<file path="config.mk">
export PLATFORM = sky130hd
export DESIGN_NAME = store_agu
export DESIGN_NICKNAME = d
export VERILOG_FILES = /design/src/rtl/store_agu_pkg.sv /design/src/rtl/store_agu_decode.sv /design/src/rtl/store_agu_addr.sv /design/src/rtl/store_agu_align.sv /design/src/rtl/store_agu.sv
export SDC_FILE = /design/constraint.sdc
export NUM_CORES = 1
export LEC_CHECK = 0
export ABC_AREA = 0
export CORE_MARGIN = 1
export CORE_UTILIZATION = 25
export DETAILED_ROUTE_END_ITERATION = 16
export DONT_BUFFER_PORTS = 1
export SLEW_MARGIN = 20
export SYNTH_ARGS = -nofsm -noshare
export SYNTH_HDL_FRONTEND = slang
export SYNTH_SLANG_ARGS = --single-unit
export TNS_END_PERCENT = 1
</file>
<file path="constraint.sdc">
create_clock -name clk -period 15.94 [get_ports clk]
set_input_delay 2.391 -clock clk [delete_from_list [all_inputs] [get_ports clk]]
set_output_delay 2.391 -clock clk [all_outputs]
set_load 0.01 [all_outputs]
</file>
<file path="src/rtl/store_agu_pkg.sv">
// Package: shared widths and decode types for the store address unit.
// Assumes 32-bit instruction words and 5-bit register indices.
package store_agu_pkg;

    localparam int INSTR_W = 32;
    localparam int RIDX_W  = 5;
    localparam int IMMU_W  = 12;
    localparam int IMMS_W  = 9;
    localparam int LG_W    = 3;

    typedef enum logic [1:0] {
        FORM_UOFF = 2'd0,
        FORM_POST = 2'd1,
        FORM_PRE  = 2'd2,
        FORM_BAD  = 2'd3
    } agu_form_e;

    typedef struct packed {
        logic              bad;
        agu_form_e         form;
        logic [LG_W-1:0]   lg_bytes;
        logic              fp;
        logic [RIDX_W-1:0] rn;
        logic [RIDX_W-1:0] rt;
        logic [IMMU_W-1:0] imm_u;
        logic [IMMS_W-1:0] imm_s;
    } agu_dec_t;

endpackage

</file>
<file path="src/rtl/store_agu_decode.sv">
// Module: store_agu_decode
// Purely combinational field decode of a store word: size, register file,
// addressing form and immediates. Flags every pattern it does not accept.
// Assumes: the caller qualifies the result with its own handshake.
module store_agu_decode
    import store_agu_pkg::*;
(
    input  logic [INSTR_W-1:0] word,
    output agu_dec_t           dec
);

    logic [1:0] sz;
    logic [1:0] cls;
    logic [1:0] opc;
    logic       vec;
    logic       fam_ok;
    logic       wide;
    logic       opc_ok;
    agu_form_e  form;

    // Split the word into the fields that steer the decode.
    always_comb begin
        sz     = word[31:30];
        fam_ok = (word[29:27] == 3'b111);
        vec    = word[26];
        cls    = word[25:24];
        opc    = word[23:22];
    end

    // Size qualifier: only the 16-byte vector pattern may use a nonzero opc.
    always_comb begin
        wide   = vec && (sz == 2'b00) && (opc == 2'b10);
        opc_ok = (opc == 2'b00) || wide;
    end

    // Addressing form selection from the class bits and the index-mode bits.
    always_comb begin
        form = FORM_BAD;
        if (cls == 2'b01) begin
            form = FORM_UOFF;
        end else if (cls == 2'b00 && !word[21] && word[10]) begin
            form = word[11] ? FORM_PRE : FORM_POST;
        end
    end

    // Assemble the decoded record.
    always_comb begin
        dec.bad      = !fam_ok || !opc_ok || (form == FORM_BAD);
        dec.form     = form;
        dec.lg_bytes = wide ? LG_W'(4) : {1'b0, sz};
        dec.fp       = vec;
        dec.rn       = word[9:5];
        dec.rt       = word[4:0];
        dec.imm_u    = word[21:10];
        dec.imm_s    = word[20:12];
    end

endmodule

</file>
<file path="src/rtl/store_agu_addr.sv">
// Module: store_agu_addr
// Selects the base (general register or stack pointer), builds the offset
// for the decoded form, and produces the access address and new base value.
// Assumes: dec is valid only when dec.bad is low; outputs are don't-care otherwise.
module store_agu_addr
    import store_agu_pkg::*;
#(
    parameter int ADDR_W = 64
) (
    input  agu_dec_t          dec,
    input  logic [ADDR_W-1:0] base_val,
    input  logic [ADDR_W-1:0] sp_val,
    output logic              use_sp,
    output logic [ADDR_W-1:0] acc_addr,
    output logic [ADDR_W-1:0] new_base
);

    localparam logic [RIDX_W-1:0] SP_IDX = '1;

    logic [ADDR_W-1:0] base;
    logic [ADDR_W-1:0] off_u;
    logic [ADDR_W-1:0] off_s;
    logic [ADDR_W-1:0] offset;
    logic [ADDR_W-1:0] sum;

    // Base source: index 31 names the stack pointer.
    always_comb begin
        use_sp = (dec.rn == SP_IDX);
        base   = use_sp ? sp_val : base_val;
    end

    // Offsets: unsigned field scaled by size, signed field taken as is.
    always_comb begin
        off_u  = {{(ADDR_W-IMMU_W){1'b0}}, dec.imm_u} << dec.lg_bytes;
        off_s  = {{(ADDR_W-IMMS_W){dec.imm_s[IMMS_W-1]}}, dec.imm_s};
        offset = (dec.form == FORM_UOFF) ? off_u : off_s;
        sum    = base + offset;
    end

    // Ordering: post-index accesses the old base, the other forms the sum.
    always_comb begin
        acc_addr = (dec.form == FORM_POST) ? base : sum;
        new_base = sum;
    end

endmodule

</file>
<file path="src/rtl/store_agu_align.sv">
// Module: store_agu_align
// Stack-pointer alignment check, applied only when the base is the stack pointer.
// Assumes: ALIGN_LG is at least 1 and below ADDR_W.
module store_agu_align #(
    parameter int ADDR_W   = 64,
    parameter int ALIGN_LG = 4
) (
    input  logic              use_sp,
    input  logic [ADDR_W-1:0] sp_val,
    output logic              fault
);

    // Any low bit set in the stack pointer is a misaligned base.
    always_comb begin
        fault = use_sp && (|sp_val[ALIGN_LG-1:0]);
    end

endmodule

</file>
<file path="src/rtl/store_agu.sv">
// Module: store_agu (top)
// Accepts one store word per cycle through valid/ready and registers the
// memory request, base writeback, alignment fault and undefined flag.
// Assumes: base_val already holds the register named by bits [9:5].
module store_agu
    import store_agu_pkg::*;
#(
    parameter int ADDR_W   = 64,
    parameter int ALIGN_LG = 4,
    parameter int BYTES_W  = 5
) (
    input  logic                clk,
    input  logic                rst_n,
    input  logic                in_valid,
    output logic                in_ready,
    input  logic [INSTR_W-1:0]  instr,
    input  logic [ADDR_W-1:0]   base_val,
    input  logic [ADDR_W-1:0]   sp_val,
    output logic                out_valid,
    output logic                mem_req,
    output logic [ADDR_W-1:0]   mem_addr,
    output logic [BYTES_W-1:0]  mem_bytes,
    output logic [RIDX_W-1:0]   mem_src_idx,
    output logic                mem_src_fp,
    output logic                wb_req,
    output logic                wb_to_sp,
    output logic [RIDX_W-1:0]   wb_idx,
    output logic [ADDR_W-1:0]   wb_value,
    output logic                align_fault,
    output logic                undef
);

    localparam logic [BYTES_W-1:0] ONE_BYTE = BYTES_W'(1);

    agu_dec_t          dec;
    logic              use_sp;
    logic [ADDR_W-1:0] acc_addr;
    logic [ADDR_W-1:0] new_base;
    logic              sp_fault;
    logic              ready_q;
    logic              take;
    logic              good;

    store_agu_decode u_decode (
        .word (instr),
        .dec  (dec)
    );

    store_agu_addr #(.ADDR_W(ADDR_W)) u_addr (
        .dec      (dec),
        .base_val (base_val),
        .sp_val   (sp_val),
        .use_sp   (use_sp),
        .acc_addr (acc_addr),
        .new_base (new_base)
    );

    store_agu_align #(.ADDR_W(ADDR_W), .ALIGN_LG(ALIGN_LG)) u_align (
        .use_sp (use_sp),
        .sp_val (sp_val),
        .fault  (sp_fault)
    );

    assign in_ready = ready_q;

    // Handshake qualification and request gating.
    always_comb begin
        take = in_valid && ready_q;
        good = !dec.bad && !sp_fault;
    end

    // Readiness: low in reset, high from the first cycle after it.
    always_ff @(posedge clk) begin
        if (!rst_n) ready_q <= 1'b0;
        else        ready_q <= 1'b1;
    end

    // Control flags: one-cycle pulses per accepted word.
    always_ff @(posedge clk) begin
        if (!rst_n) begin
            out_valid   <= 1'b0;
            mem_req     <= 1'b0;
            wb_req      <= 1'b0;
            align_fault <= 1'b0;
            undef       <= 1'b0;
        end else begin
            out_valid   <= take;
            mem_req     <= take && good;
            wb_req      <= take && good && (dec.form != FORM_UOFF);
            align_fault <= take && !dec.bad && sp_fault;
            undef       <= take && dec.bad;
        end
    end

    // Data fields: captured on acceptance, held otherwise.
    always_ff @(posedge clk) begin
        if (!rst_n) begin
            mem_addr    <= '0;
            mem_bytes   <= '0;
            mem_src_idx <= '0;
            mem_src_fp  <= 1'b0;
            wb_to_sp    <= 1'b0;
            wb_idx      <= '0;
            wb_value    <= '0;
        end else if (take) begin
            mem_addr    <= acc_addr;
            mem_bytes   <= ONE_BYTE << dec.lg_bytes;
            mem_src_idx <= dec.rt;
            mem_src_fp  <= dec.fp;
            wb_to_sp    <= use_sp;
            wb_idx      <= dec.rn;
            wb_value    <= new_base;
        end
    end

    AST_BYTES_POW2: assert property (@(posedge clk) disable iff (!rst_n)
        mem_req |-> ($countones(mem_bytes) == 1));
    AST_WB_NEEDS_MEM: assert property (@(posedge clk) disable iff (!rst_n)
        wb_req |-> mem_req);
    AST_SP_TARGET_IDX: assert property (@(posedge clk) disable iff (!rst_n)
        (wb_req && wb_to_sp) |-> (wb_idx == 5'd31));
    AST_FAULT_QUIET: assert property (@(posedge clk) disable iff (!rst_n)
        align_fault |-> (!mem_req && !wb_req && out_valid));
    AST_UNDEF_QUIET: assert property (@(posedge clk) disable iff (!rst_n)
        undef |-> (!mem_req && !wb_req && !align_fault && out_valid));
    AST_ONE_AFTER_TAKE: assert property (@(posedge clk) disable iff (!rst_n)
        out_valid |-> $past(in_valid && in_ready));
    AST_REQ_IN_SLOT: assert property (@(posedge clk) disable iff (!rst_n)
        (mem_req || wb_req) |-> out_valid);

endmodule

</file>
; ---- Word-level counts from Yosys, hierarchy flattened
; Index checks and enable logic that the tools add are counted.
[totals]
ff_bits = 151
input_bits = 163
output_inout_bits = 151
[classes]
add_sub_neg = 1
n_eq_ne = 6
shifts = 2
muxes = 8
n_reduce_logical = 26
[ops]
columns = cell, count
row1 = $mux 64, 3
row2 = $add 64x64->64, 1
row3 = $shl 12x3->64, 1
row4 = $logic_and 1x1->1, 12
row5 = $logic_not 2->1, 4
row6 = $mux 2, 3
row7 = $eq 5x5->1 const B, 1
row8 = $logic_not 1->1, 5
row9 = $shl 1x3->5 const A, 1
row10 = $eq 2x1->1 const B, 2
row11 = $eq 2x2->1 const B, 2
row12 = $reduce_or 4->1, 1
row13 = $eq 3x3->1 const B, 1
row14 = $logic_or 1x1->1, 3
row15 = $mux 3, 1
row16 = $reduce_bool 2->1, 1
row17 = $mux 1, 1

; ---- Longest topological paths before layout
[logic_depth]
word_depth = 11
mapped_depth = 25

; ---- Modules after synthesis
; Synthesis repeated with hierarchy kept, for this count alone.
[hier_totals]
cells_unflattened = 1829
area_unflattened_um2 = 13404.1
[modules_own_cells]
columns = mod, instances, cells_per_inst, area_per_inst_um2, seq_area_each_um2
row1 = store_agu_addr, 1, 1106, 6546.3, 0.0
row2 = store_agu, 1, 677, 6500.0, 3022.9
row3 = store_agu_decode, 1, 45, 346.6, 0.0
row4 = store_agu_align, 1, 1, 11.3, 0.0

; ---- Worst setup path after synthesis
; OpenSTA, ideal clock, no wires.
[synth_timing]
path_type = input to register
from = in instr[7]
to = reg mem_addr[61]
setup_ps = 70
arrival_time_ps = 7221
required_ps = 15870
setup_slack_ps = 8648
stages = 24
n_path_buf = 7
path_cell_list = and4_1 > buf_4 > nand2_4 > buf_6 > clkbuf_1 > clkbuf_1 > buf_2 > clkbuf_1 > buf_1 > nand2_1 > nand2_1 > ha_1 > a211oi_1 > o21a_1 > nor4_1 > o31a_1 > a21oi_2 > o31ai_4 > a2111oi_2 > nor2_1 > o31ai_1 > and3_1 > o21ai_1 > a21oi_1
[synth_between]
elab_chain_len = 4
[synth_rtl]
columns = element, line_no
row1 = start: declaration, store_agu.sv:16  ; input logic [INSTR_W-1:0] instr,
row2 = $eq 5x5->1 (*), store_agu_addr.sv:28  ; use_sp = (dec.rn == SP_IDX);
row3 = $mux 64 (*), store_agu_addr.sv:29  ; base = use_sp ? sp_val : base_val;
row4 = $add 64x64->64, store_agu_addr.sv:37  ; sum = base + offset;
row5 = $mux 64 (*), store_agu_addr.sv:42  ; acc_addr = (dec.form == FORM_POST) ? base : sum;
row6 = end signal: assignment, store_agu.sv:106  ; mem_addr <= acc_addr;
row7 = end: declaration, store_agu.sv:21  ; output logic [ADDR_W-1:0] mem_addr,
; Every way passes the cells marked *; elsewhere a longest branch is shown, timed or not.
; A chain may end at the register's enable or synchronous reset.

; ---- Worst setup path after layout
[layout_timing]
from = in instr[25]
to = reg mem_addr[58]
[layout_between]
elab_chain_len = 9
[layout_rtl]
columns = element, line_no
row1 = $logic_not 2->1, store_agu_decode.sv:41  ; end else if (cls == 2'b00 && !word[21] && word[10]) begin
row2 = $logic_and 1x1->1 (2 in a row), store_agu_decode.sv:41
row3 = $mux 2, store_agu_decode.sv:41
row4 = $mux 2 (*), store_agu_decode.sv:39  ; if (cls == 2'b01) begin
row5 = $logic_not 2->1, store_agu_addr.sv:36  ; offset = (dec.form == FORM_UOFF) ? off_u : off_s;
row6 = $mux 64, store_agu_addr.sv:36
row7 = $add 64x64->64, store_agu_addr.sv:37
row8 = $mux 64 (*), store_agu_addr.sv:42
; Marks and branches as above.

==> summary.md <==
| Metric | Value |
|---|---|
| Data required, critical path | `16.29 ns` |
| DR vias/cell | `between 5 and 6` |
| Die H | `216 um` |
| Worst setup margin | `just under 9 ns` |
| Inserted Clock Buffers | `17` |
| Routed metal-1 wirelength | `~20000 um` |
| Synth top area share | `0.264` |
| Async S/R FF share, synth | `0` |
| Initial antenna violation count | `4` |
| Total Nets Final | `between 1500 and 2000` |
| Fin cells | `2157` |
| Wire length of the first global-routing pass | `71100 um` |
| Post-synthesis sequential area ratio | `0.264` |
| Minimum clock period | `7.24 ns` |
| DIE AREA | `about 47000 sq um` |
| RSZ-0062 raised after global routing | `false` |
| Total chip power | `1.17 mW` |
| Worst path cell trace | `nand2b_1 > buf_4 > nand2_4 > buf_4 > inv_2 > buf_4 > a31o_2 > ha_1 > a21o_1 > a21oi_1 > o21bai_1 > maj3_2 > nor2b_1 > o311ai_2 > o211ai_2 > a31o_2 > o21ai_1 > nand2_1 > a311oi_1 > o21ai_1` |
| Worst hold-check path type | `reg2reg` |
| Overall Global Routing Usage | `0.204` |
| Root Buffer | `clkbuf_16` |
| HPWL after detailed placement | `37700 um` |
| Clock-pin slew on the worst setup and hold paths | `around 0.07 ns` |
| # DRC | `0` |
| Most frequent cell after synthesis | `nand2_1` |
| Placed cells | `about 2100` |
| Vias in the first global route | `11000` |
| Worst Setup End Kind | `register` |
| Worst Tran Pin Value | `1.01 ns` |
| FF+latch count, synth | `151` |
| Routed WL | `48600 um` |
| Post-route ant nets | `0` |
| Highest metal used | `met5` |
| Post-synthesis cell type count | `94` |
| Final Skew | `between 0.01 and 0.015 ns` |
| Input/output buffers | `0` |
| Setup TNS | `0 ns` |
| CTS-repair resized insts | `0` |
| Hold Vio Cnt, Final | `0` |
| Cell taking the most area after synthesis | `dfxtp_1` |
| Routed met3 length | `5260 um` |
| Die width | `216 um` |
| Crit-path most repeated cell | `buf_4` |
| Post-route clock period utilization | `0.454` |
| Pre-CTS setup slack | `8.26 ns` |
| Worst VDD drop | `0.0783 mV` |
| Number of post-CTS setup repair buffers | `0` |
| Final Util | `0.275` |
| Mean Syn Cell Area | `around 7.1 sq um` |
| Slowest-stage cell, CP | `buf_4` |
| Synth warn | `0` |
| Clock tree buffer depth | `2` |
| Status | `finished clean` |
| DR pass1 iterations | `5` |
| Layout cell share with drive strength beyond 1 | `0.0598` |
| Crit path max fanout | `69` |
| Vias | `11700` |
| Final number of setup-violating endpoints | `0` |
| Final Max Tran Viols | `0` |
| Synth area leaders | `dfxtp_1 (26%), nand2_1 (11%), a21oi_1 (7.0%)` |
| Layout area overhead | `8.91%` |
| CP arrival | `7.59 ns` |
| Maxcap violations | `0` |
| Core area | `roughly 45000 sq um` |
| CTS tree | `built` |
| GR Overflow Total | `0` |
| H-tree level count | `4` |
| Pwr dens | `94.2 nW/um^2` |
| Post-synth EDFFs | `0` |
| Met2 WL | `roughly 22000 um` |
| Startpoint types | `input port` |
| Syn Inst Count | `1615` |
| DR WL/cell | `22.5 um` |
| I/O pin cnt | `314` |
| Slew margin rel. | `0.310` |
| Leakage Power | `4.81 nW` |
| Max Freq | `138 MHz` |
| Gpl congestion | `0.908` |
| Pin count of the biggest net entering global routing | `91` |
| Hold_buf cts | `0` |
| Initial DRC count | `767` |
| Worst-Skew Late Latency | `between 0.4 and 0.5 ns` |
| Synth top cells by count | `nand2_1 (326), a21oi_1 (160), nor2_1 (152)` |
| Starting Density | `0.253` |
| Critical path class | `in2reg` |
| Clock Sinks | `151` |
| Critical path's largest stage delay | `approximately 0.60 ns` |
| Post-Syn Area | `between 10000 and 15000 sq um` |
| Dominant synthesized flop cell | `dfxtp_1` |
| Row cnt | `78` |
| Syn_nets | `1823` |
==> final cells by class <==
class	count	area, sq um
diodes	2	5.00
clock buffers	20	447
clock inverters	12	121
fillers	5014	32800
inverters	35	133
multi-input cells	1320	7860
flip-flops and latches	151	3020
well taps	600	751
repair buffers	17	128
==> critical path: cells and delay by family <==
family          cells  cell delay [ns]
compound gates     10             2.37
fa+ha+maj           2             0.68
simple gates        4             0.46
buf+inv             4             1.57
==> per-layer routing <==
metal  vias up  track usage
li1       5622            -
met1      5566        0.242
met2       454        0.321
met3        74       0.0878
met4         4       0.0812
met5         -            0
==> power breakdown <==
group	internal, mW	total (mW)	switching [mW]
clock	0.221	0.405	0.184
combinational	0.117	0.326	0.209
sequential	0.405	0.443	0.0382
==> kinds of logic after synthesis <==
| group | synth area share |
|---|---|
| mux | 0.0472 |
| compound gates | 0.258 |
| xor+xnor | 0.0571 |
| buf+inv | 0.0507 |
| simple gates | 0.271 |
| flops | 0.264 |
| fa+ha+maj | 0.0517 |
==> final timing paths <==
| path | start | end | slack [ns] | cells past startpoint |
|---|---|---|---|---|
| setup / recovery | instr[25] | mem_addr[58] | 8.70 | 20 |
| hold / removal | mem_src_idx[0] | mem_src_idx[0] | 0.50 | 2 |
| setup reg to reg | in_ready | mem_addr[57] | 13.04 | 5 |
| hold reg to reg | mem_src_idx[0] | mem_src_idx[0] | 0.50 | 2 |
==> registers in the layout, indices dropped and copies added, names as in the netlist, 5 cells and up <==
signal	count
wb_idx	5
mem_addr	64
wb_value	64
mem_src_idx	5
mem_bytes	5
==> through the flow <==
stage	hold slack (ns)	area [sq um]
floorplan	0.476	11400
global placement	0.487	11900
detailed placement	0.494	11900
CTS	0.502	12500
global route	0.521	12500
finish	0.501	12500
==> placed cells by master, fill, tap and decap left out, drive strengths merged, types with 5 or more instances in the layout <==
cell,n
a211oi,31
a21o,21
a21oi,164
a311oi,12
a31oi,25
a32oi,5
and2,12
and3,20
buf,17
clkbuf,20
clkinv,6
dfxtp,151
ha,44
inv,37
mux2i,43
nand2,328
nand2b,7
nand3,64
nand4,11
nor2,153
nor2b,6
nor3,49
nor4,9
o211ai,25
o21ai,83
o21bai,12
o311ai,6
o31a,5
o31ai,15
or3,15
or4,10
xnor2,53
xor2,19
(Power assumes the default switching activity.)
